File: src/rtl/mcaf_pkg.sv
package mcaf_pkg;

    localparam int          ADDR_BYTES = 6;
    localparam int          HASH_BITS  = 6;
    localparam int          REG_W      = 32;
    localparam int          CFG_AW     = 3;
    localparam logic [31:0] CRC_POLY   = 32'hEDB88320;
    localparam logic [31:0] CRC_SEED   = 32'hFFFF_FFFF;

    typedef enum logic [1:0] {
        S_IDLE    = 2'd0,
        S_COLLECT = 2'd1,
        S_DECIDE  = 2'd2
    } fstate_e;

    typedef enum logic [CFG_AW-1:0] {
        RA_STA_LO  = 3'd0,
        RA_STA_HI  = 3'd1,
        RA_HASH_LO = 3'd2,
        RA_HASH_HI = 3'd3,
        RA_CTRL    = 3'd4
    } reg_addr_e;

    // One byte through the reflected CRC, least significant data bit first.
    function automatic logic [31:0] crc_byte(input logic [31:0] c, input logic [7:0] d);
        logic [31:0] r;
        r = c;
        for (int i = 0; i < 8; i++) begin
            if (r[0] ^ d[i]) r = (r >> 1) ^ CRC_POLY;
            else             r = r >> 1;
        end
        return r;
    endfunction

endpackage

File: src/rtl/mcaf_cfg_regs.sv
module mcaf_cfg_regs
    import mcaf_pkg::*;
#(
    parameter int RW = REG_W,
    parameter int AW = CFG_AW
) (
    input  logic          clk,
    input  logic          rst_n,
    input  logic          wr_en,
    input  logic [AW-1:0] waddr,
    input  logic [RW-1:0] wdata,
    output logic [RW-1:0] sta_lo,
    output logic [15:0]   sta_hi,
    output logic [RW-1:0] hash_lo,
    output logic [RW-1:0] hash_hi,
    output logic          promisc
);

    always_ff @(posedge clk) begin
        if (!rst_n) begin
            sta_lo  <= '0;
            sta_hi  <= '0;
            hash_lo <= '0;
            hash_hi <= '0;
            promisc <= 1'b0;
        end else if (wr_en) begin
            case (reg_addr_e'(waddr))
                RA_STA_LO:  sta_lo  <= wdata;
                RA_STA_HI:  sta_hi  <= wdata[RW-1 -: 16];
                RA_HASH_LO: hash_lo <= wdata;
                RA_HASH_HI: hash_hi <= wdata;
                RA_CTRL:    promisc <= wdata[0];
                default:    ;
            endcase
        end
    end

    // the table is empty on the first cycle out of reset
    p_table_clear_r1: assert property (@(posedge clk)
        $rose(rst_n) |-> (hash_lo == '0 && hash_hi == '0 && !promisc));

endmodule

File: src/rtl/mcaf_ctrl.sv
module mcaf_ctrl
    import mcaf_pkg::*;
#(
    parameter int N_BYTES = ADDR_BYTES
) (
    input  logic                   clk,
    input  logic                   rst_n,
    input  logic                   da_valid,
    input  logic                   da_start,
    input  logic [7:0]             da_byte,
    output logic [8*N_BYTES-1:0]   addr_flat,
    output logic                   take_byte,
    output logic                   first_byte,
    output logic                   decide
);

    localparam int          CW   = $clog2(N_BYTES + 1);
    localparam logic [CW-1:0] LAST = CW'(N_BYTES - 1);

    fstate_e       state_q, state_d;
    logic [CW-1:0] cnt_q, cnt_d;
    logic [CW-1:0] widx;

    // next-state
    always_comb begin
        state_d = state_q;
        cnt_d   = cnt_q;
        unique case (state_q)
            S_IDLE: begin
                if (da_valid && da_start) begin
                    cnt_d   = CW'(1);
                    state_d = (N_BYTES == 1) ? S_DECIDE : S_COLLECT;
                end
            end
            S_COLLECT: begin
                if (da_valid && da_start) begin
                    cnt_d = CW'(1);
                end else if (da_valid) begin
                    cnt_d = cnt_q + CW'(1);
                    if (cnt_q == LAST) state_d = S_DECIDE;
                end
            end
            S_DECIDE: begin
                if (da_valid && da_start) begin
                    cnt_d   = CW'(1);
                    state_d = S_COLLECT;
                end else begin
                    state_d = S_IDLE;
                end
            end
            default: state_d = S_IDLE;
        endcase
    end

    // state register
    always_ff @(posedge clk) begin
        if (!rst_n) begin
            state_q <= S_IDLE;
            cnt_q   <= '0;
        end else begin
            state_q <= state_d;
            cnt_q   <= cnt_d;
        end
    end

    // outputs
    always_comb begin
        first_byte = da_valid && da_start;
        take_byte  = first_byte || (state_q == S_COLLECT && da_valid);
        decide     = (state_q == S_DECIDE);
        widx       = first_byte ? '0 : cnt_q;
    end

    for (genvar g = 0; g < N_BYTES; g++) begin : g_byte
        logic [7:0] b_q;
        always_ff @(posedge clk) begin
            if (!rst_n)                              b_q <= '0;
            else if (take_byte && widx == CW'(g))    b_q <= da_byte;
        end
        assign addr_flat[8*g +: 8] = b_q;
    end

    // the decision follows the final byte by one cycle
    p_decide_after_last_r2: assert property (@(posedge clk) disable iff (!rst_n)
        (state_q == S_COLLECT && da_valid && !da_start && cnt_q == LAST) |=> decide);

    // the decision never lasts two cycles
    p_single_pulse_r2: assert property (@(posedge clk) disable iff (!rst_n)
        decide |=> !decide);

    // no decision grows out of idle without a start
    p_no_orphan_r9: assert property (@(posedge clk) disable iff (!rst_n)
        (state_q == S_IDLE && !(da_valid && da_start)) |=> !decide);

endmodule

File: src/rtl/mcaf_crc_acc.sv
module mcaf_crc_acc
    import mcaf_pkg::*;
#(
    parameter int HB = HASH_BITS
) (
    input  logic          clk,
    input  logic          rst_n,
    input  logic          take,
    input  logic          first,
    input  logic [7:0]    din,
    output logic [HB-1:0] hash_idx
);

    logic [31:0] crc_q;

    always_ff @(posedge clk) begin
        if (!rst_n)    crc_q <= CRC_SEED;
        else if (take) crc_q <= crc_byte(first ? CRC_SEED : crc_q, din);
    end

    assign hash_idx = crc_q[31 -: HB];

endmodule

File: src/rtl/mcaf_match.sv
module mcaf_match
    import mcaf_pkg::*;
#(
    parameter int N_BYTES = ADDR_BYTES,
    parameter int RW      = REG_W,
    parameter int HB      = HASH_BITS
) (
    input  logic [8*N_BYTES-1:0] addr_flat,
    input  logic [HB-1:0]        hash_idx,
    input  logic [RW-1:0]        sta_lo,
    input  logic [15:0]          sta_hi,
    input  logic [RW-1:0]        hash_lo,
    input  logic [RW-1:0]        hash_hi,
    input  logic                 promisc,
    output logic                 accept
);

    logic [8*N_BYTES-1:0] sta_flat;
    logic [HB-2:0]        bit_pos;
    logic                 table_hit;
    logic                 is_bcast;
    logic                 is_group;
    logic                 is_own;

    // byte 0 in the low lane of the flat vector
    assign sta_flat = {sta_hi[7:0], sta_hi[15:8],
                       sta_lo[7:0], sta_lo[15:8], sta_lo[23:16], sta_lo[31:24]};

    assign bit_pos   = hash_idx[HB-2:0];
    assign table_hit = hash_idx[HB-1] ? hash_hi[bit_pos] : hash_lo[bit_pos];
    assign is_bcast  = &addr_flat;
    assign is_group  = addr_flat[0];
    assign is_own    = (addr_flat == sta_flat);

    assign accept = promisc | is_bcast | is_own | (is_group & table_hit);

endmodule

File: src/rtl/mcast_hash_filter.sv
module mcast_hash_filter
    import mcaf_pkg::*;
(
    input  logic        clk,
    input  logic        rst_n,
    input  logic        cfg_wr_en,
    input  logic [2:0]  cfg_addr,
    input  logic [31:0] cfg_wdata,
    input  logic        da_valid,
    input  logic        da_start,
    input  logic [7:0]  da_byte,
    output logic        decision_valid,
    output logic        decision_accept
);

    localparam int AB = 8 * ADDR_BYTES;

    logic [REG_W-1:0]     sta_lo, hash_lo, hash_hi;
    logic [15:0]          sta_hi;
    logic                 promisc;
    logic [AB-1:0]        addr_flat;
    logic                 take_byte, first_byte, decide;
    logic [HASH_BITS-1:0] hash_idx;
    logic                 accept;

    mcaf_cfg_regs #(.RW(REG_W), .AW(CFG_AW)) u_cfg (
        .clk(clk), .rst_n(rst_n), .wr_en(cfg_wr_en), .waddr(cfg_addr), .wdata(cfg_wdata),
        .sta_lo(sta_lo), .sta_hi(sta_hi), .hash_lo(hash_lo), .hash_hi(hash_hi), .promisc(promisc)
    );

    mcaf_ctrl #(.N_BYTES(ADDR_BYTES)) u_ctrl (
        .clk(clk), .rst_n(rst_n), .da_valid(da_valid), .da_start(da_start), .da_byte(da_byte),
        .addr_flat(addr_flat), .take_byte(take_byte), .first_byte(first_byte), .decide(decide)
    );

    mcaf_crc_acc #(.HB(HASH_BITS)) u_crc (
        .clk(clk), .rst_n(rst_n), .take(take_byte), .first(first_byte), .din(da_byte),
        .hash_idx(hash_idx)
    );

    mcaf_match #(.N_BYTES(ADDR_BYTES), .RW(REG_W), .HB(HASH_BITS)) u_match (
        .addr_flat(addr_flat), .hash_idx(hash_idx), .sta_lo(sta_lo), .sta_hi(sta_hi),
        .hash_lo(hash_lo), .hash_hi(hash_hi), .promisc(promisc), .accept(accept)
    );

    assign decision_valid  = decide;
    assign decision_accept = decide & accept;

    // promiscuous mode accepts everything
    p_promisc_accept_r3: assert property (@(posedge clk) disable iff (!rst_n)
        (decision_valid && promisc) |-> decision_accept);

    // broadcast always passes
    p_bcast_accept_r4: assert property (@(posedge clk) disable iff (!rst_n)
        (decision_valid && (&addr_flat)) |-> decision_accept);

    // an empty table passes no non-broadcast group address unless it is the station
    p_empty_table_r6: assert property (@(posedge clk) disable iff (!rst_n)
        (decision_valid && !promisc && hash_lo == '0 && hash_hi == '0 &&
         addr_flat[0] && !(&addr_flat) && !sta_lo[24]) |-> !decision_accept);

    // no accept without a decision
    p_accept_gated_r2: assert property (@(posedge clk) disable iff (!rst_n)
        !decision_valid |-> !decision_accept);

endmodule

File: config.mk
export PLATFORM = sky130hd
export DESIGN_NAME = mcast_hash_filter
export DESIGN_NICKNAME = d
export VERILOG_FILES = /design/src/rtl/mcaf_pkg.sv /design/src/rtl/mcaf_cfg_regs.sv /design/src/rtl/mcaf_ctrl.sv /design/src/rtl/mcaf_crc_acc.sv /design/src/rtl/mcaf_match.sv /design/src/rtl/mcast_hash_filter.sv
export SDC_FILE = /design/constraint.sdc
export NUM_CORES = 1
export LEC_CHECK = 0
export ABC_AREA = 1
export BUFFER_PORTS_ARGS = -buffer_cell sky130_fd_sc_hd__buf_2
export CELL_PAD_IN_SITES_DETAIL_PLACEMENT = 1
export CELL_PAD_IN_SITES_GLOBAL_PLACEMENT = 2
export CORE_ASPECT_RATIO = 0.9
export CORE_MARGIN = 2
export CORE_UTILIZATION = 39
export CTS_BUF_LIST = sky130_fd_sc_hd__clkbuf_2 sky130_fd_sc_hd__clkbuf_4 sky130_fd_sc_hd__clkbuf_8
export CTS_CLUSTER_DIAMETER = 80
export DETAILED_ROUTE_END_ITERATION = 7
export GPL_ROUTABILITY_DRIVEN = 0
export PLACE_DENSITY = 0.91
export SLEW_MARGIN = 20
export SYNTH_ARGS = -nofsm -noshare
export SYNTH_HDL_FRONTEND = slang
export SYNTH_SLANG_ARGS = --single-unit
File: constraint.sdc
create_clock -name clk -period 2.6 [get_ports clk]
set_input_delay 0.13 -clock clk [delete_from_list [all_inputs] [get_ports clk]]
set_output_delay 0.13 -clock clk [all_outputs]
set_load 0.005 [all_outputs]
==> summary.txt <==
Timing
  – Minimum clock period: 2390 ps
  – Final worst setup slack: just over 200 ps
  – Final setup fails: 0
  – FMAX: approximately 420 MHz
  – Post-Route Setup TNS: 0 ps
  – Max Slew Vio Count: 0
  – Fin crit share: about 92%
  – RSZ-0062 raised after global routing: false
  – Hold WS: between 15 and 20 ps
  – Skew final: roughly 19 ps
  – Least-Margin Pin Slew: 631 ps
  – Max_slew headroom: about 58%
  – Final Hold Vio Count: 0

Detailed routing
  – Routed WL per cell: 17.5 µm
  – DR vias: approximately 9,000
  – Post-route DRC: 0
  – WL final: 30.8 mm
  – Iter 0 DRT Violations: 534
  – DR vias/cell: about 5.2
  – Post-route ant nets: 0
  – Pre-Repair DR Iteration Count: 5

Worst setup path
  – Critical path capture point type: output pin
  – Data required, critical path: between 2000 and 2500 ps
  – FF-to-FF path depth: 10
  – Max FO, Critical Path: 17
  – Path type of the worst setup path: flip-flop to output pin
  – CP Launch Type: flip-flop
  – Register-to-Register Setup Slack: between 700 and 800 ps
  – Worst reg2reg path endpoint: u_ctrl.g_byte[1].b_q[5]
  – Reg-to-reg startpoint: u_ctrl.state_q[0]
  – Worst Path Arrival: about 2300 ps

Synth
  – Syn. warnings: 0
  – Register bit total from synthesis: approximately 200
  – Post-synth ARST share: 0%
  – Synth area leader: dfxtp_1
  – Post-synth EDFFs: 0
  – Syn nets: around 1,400
  – Area of the mapped netlist: 0.00963 mm²
  – Register area share after synthesis: 41.2%
  – Top-area cell type share of the netlist area: 41.2%
  – Syn avg cell area: around 7.0 µm²
  – Post-Syn Instances: roughly 1,400
  – Synth area leaders: dfxtp_1, nand2_1, nor2_1, o21ai_0, nand3_1
  – Top FF cell, synth: dfxtp_1
  – Count of cell types in the netlist: 38

Die
  – Core Region: about 0.024 mm²
  – Starting Density: just under 40%
  – Row cnt: 54
  – Die Area: 0.0260 mm²
  – Boundary Pins: 50
  – Die W: roughly 170 µm
  – Die Ht: 153 µm

CTS
  – Clock sink total: slightly below 200
  – TritonCTS Buffers: 17
  – Clock-pin slew on the worst setup and hold paths: about 110 ps
  – CTS tree: built
  – Clk_lat worst skew: roughly 480 ps
  – Root buf cell: clkbuf_8
  – CTS max path bufs: 2
  – # H-tree levels: 4

GRT
  – Initial antenna violation count: 1
  – Grt total ovfl: 0
  – Largest net degree at the start of global routing: 57
  – Vias in the first global route: 9,035
  – First-pass GRT wire length: 49.8 mm
  – Overall routing resource usage: roughly 24%

Final layout
  – Fin util: a little under half
  – Fill cells: approximately 3,100
  – Area grow syn2layout: 13.8%
  – Area taken by multi-input logic gates: a little under 0.005 mm²
  – Nets: between 1,000 and 1,500
  – Layout cells sized above 1: ~11%
  – Flip-flop and latch area: roughly 0.0040 mm²

Power and ir drop
  – Peak supply drop: between 0.2 and 0.3 mV
  – Pwr Density: about 610 mW/mm²
  – Leakage: 4.82 nW

Placed design
  – Setup WS pre-CTS: between 300 and 400 ps
  – Dpl hpwl: around 22 mm
  – Port Buffers: between 40 and 50

Min path
  – Hold Path Class: input port to flip-flop
  – Hold Crit Endpoint: u_ctrl.g_byte[4].b_q[5]
  – HP Start: da_byte[5]
  – Hold Path Depth: 3

Outcome
  – Status: finished clean

Run
  – Maxcap violations: 0
## cell usage after synthesis, types with 11 or more instances
| library cell | n |
|---|---|
| nand2_1 | 247 |
| nor2_1 | 234 |
| dfxtp_1 | 198 |
| o21ai_0 | 174 |
| inv_1 | 104 |
| nand3_1 | 101 |
| a21oi_1 | 69 |
| clkbuf_1 | 56 |
| xnor2_1 | 38 |
| xor2_1 | 37 |
| nand2_2 | 14 |
| o211ai_1 | 14 |
| inv_2 | 11 |
| nand4_1 | 11 |
| nor3_1 | 11 |
## critical path, stage by stage, from the launching register on
cell and delay, ps:
dfxtp_2 420, clkinv_1 80, buf_4 220, nand3_1 110, nand3_1 90, nand2_1 110, nand2_1 60, nand3_1 80
nand3_1 60, nand2_1 180, nand2_1 100, a21oi_1 130, buf_2 120
## state kept, by name, summed over array words and instances (netlist names)
name               flops
u_ctrl.cnt_q           3
u_crc.crc_q           32
u_cfg.hash_lo         32
u_cfg.sta_lo          32
u_cfg.promisc          1
u_cfg.hash_hi         32
u_cfg.sta_hi          16
u_ctrl.state_q         2
u_ctrl.g_byte.b_q     48
## cells by family after synthesis
group | count (synthesis) | share of synthesized area [%]
compound gates | 263 | 14.2
xor+xnor | 83 | 8.53
fa+ha+maj | 2 | 0.260
buf+inv | 189 | 7.78
flops | 198 | 41.2
simple gates | 641 | 28.1
## layout make-up
class	instances	share of cell area, %
multi-input combinational	989	44.9
sequential	198	36.2
timing repair buffer	111	7.74
inverter	118	4.08
tap	308	3.52
clock buffer	19	2.39
clock inverter	12	1.13
antenna	1	0.0228
## per-stage QoR
stage / cell area (µm²) / power (mW) / std cells
5_1_grt: 11000 / 7.08 / 1756
6_report: 11000 / 6.72 / 1756
2_1_floorplan: 9630 / 4.28 / 1376
3_3_place_gp: 10200 / 4.68 / 1684
4_1_cts: 10900 / 6.73 / 1751
3_5_place_dp: 10200 / 4.71 / 1684
## repair_timing
item / in CTS / in global routing
buffers inserted: 0 / 4
hold buffers: 36 / 0
hold endpoints to repair: 80 / 0
gates resized for setup: 0 / 5
setup endpoints to repair: 0 / 1
## how the worst max path moves through the flow
stage	start	endpoint	slack, ps
floorplan	u_crc.crc_q[26]	decision_accept	990
global placement	da_valid	u_crc.crc_q[25]	400
detailed placement	da_valid	u_crc.crc_q[25]	360
CTS	u_crc.crc_q[27]	decision_accept	70
global route	u_crc.crc_q[27]	decision_accept	40
finish	u_crc.crc_q[27]	decision_accept	210
## placed cells by master (no fill, tap or decap), types with 14 or more instances in the layout
cell type / count
nand2_1: 247
nor2_1: 234
dfxtp_1: 196
o21ai_0: 174
inv_1: 103
nand3_1: 100
a21oi_1: 69
buf_2: 48
xnor2_1: 38
xor2_1: 37
dlygate4sd3_1: 36
buf_4: 23
clkbuf_8: 19
nand2_2: 14
o211ai_1: 14
## report_power, final
part | internal (mW) | switching (mW) | leakage [nW]
Clock | 0.823 | 1.18 | 0.185
Sequential | 3.17 | 0.105 | 1.61
Combinational | 0.505 | 0.931 | 3.02
## layer usage
layer  share of wire (%)  wire length (µm)  vias up  GRT usage (%)
met4                 1.2               365        0           5.05
met2                  44             13400      127           37.3
li1                    -                 -     4517              -
met5                   0                 0        -              0
met3                 2.8               876       33           3.73
met1                  52             16100     4374           36.4
(Power assumes the default switching activity.)
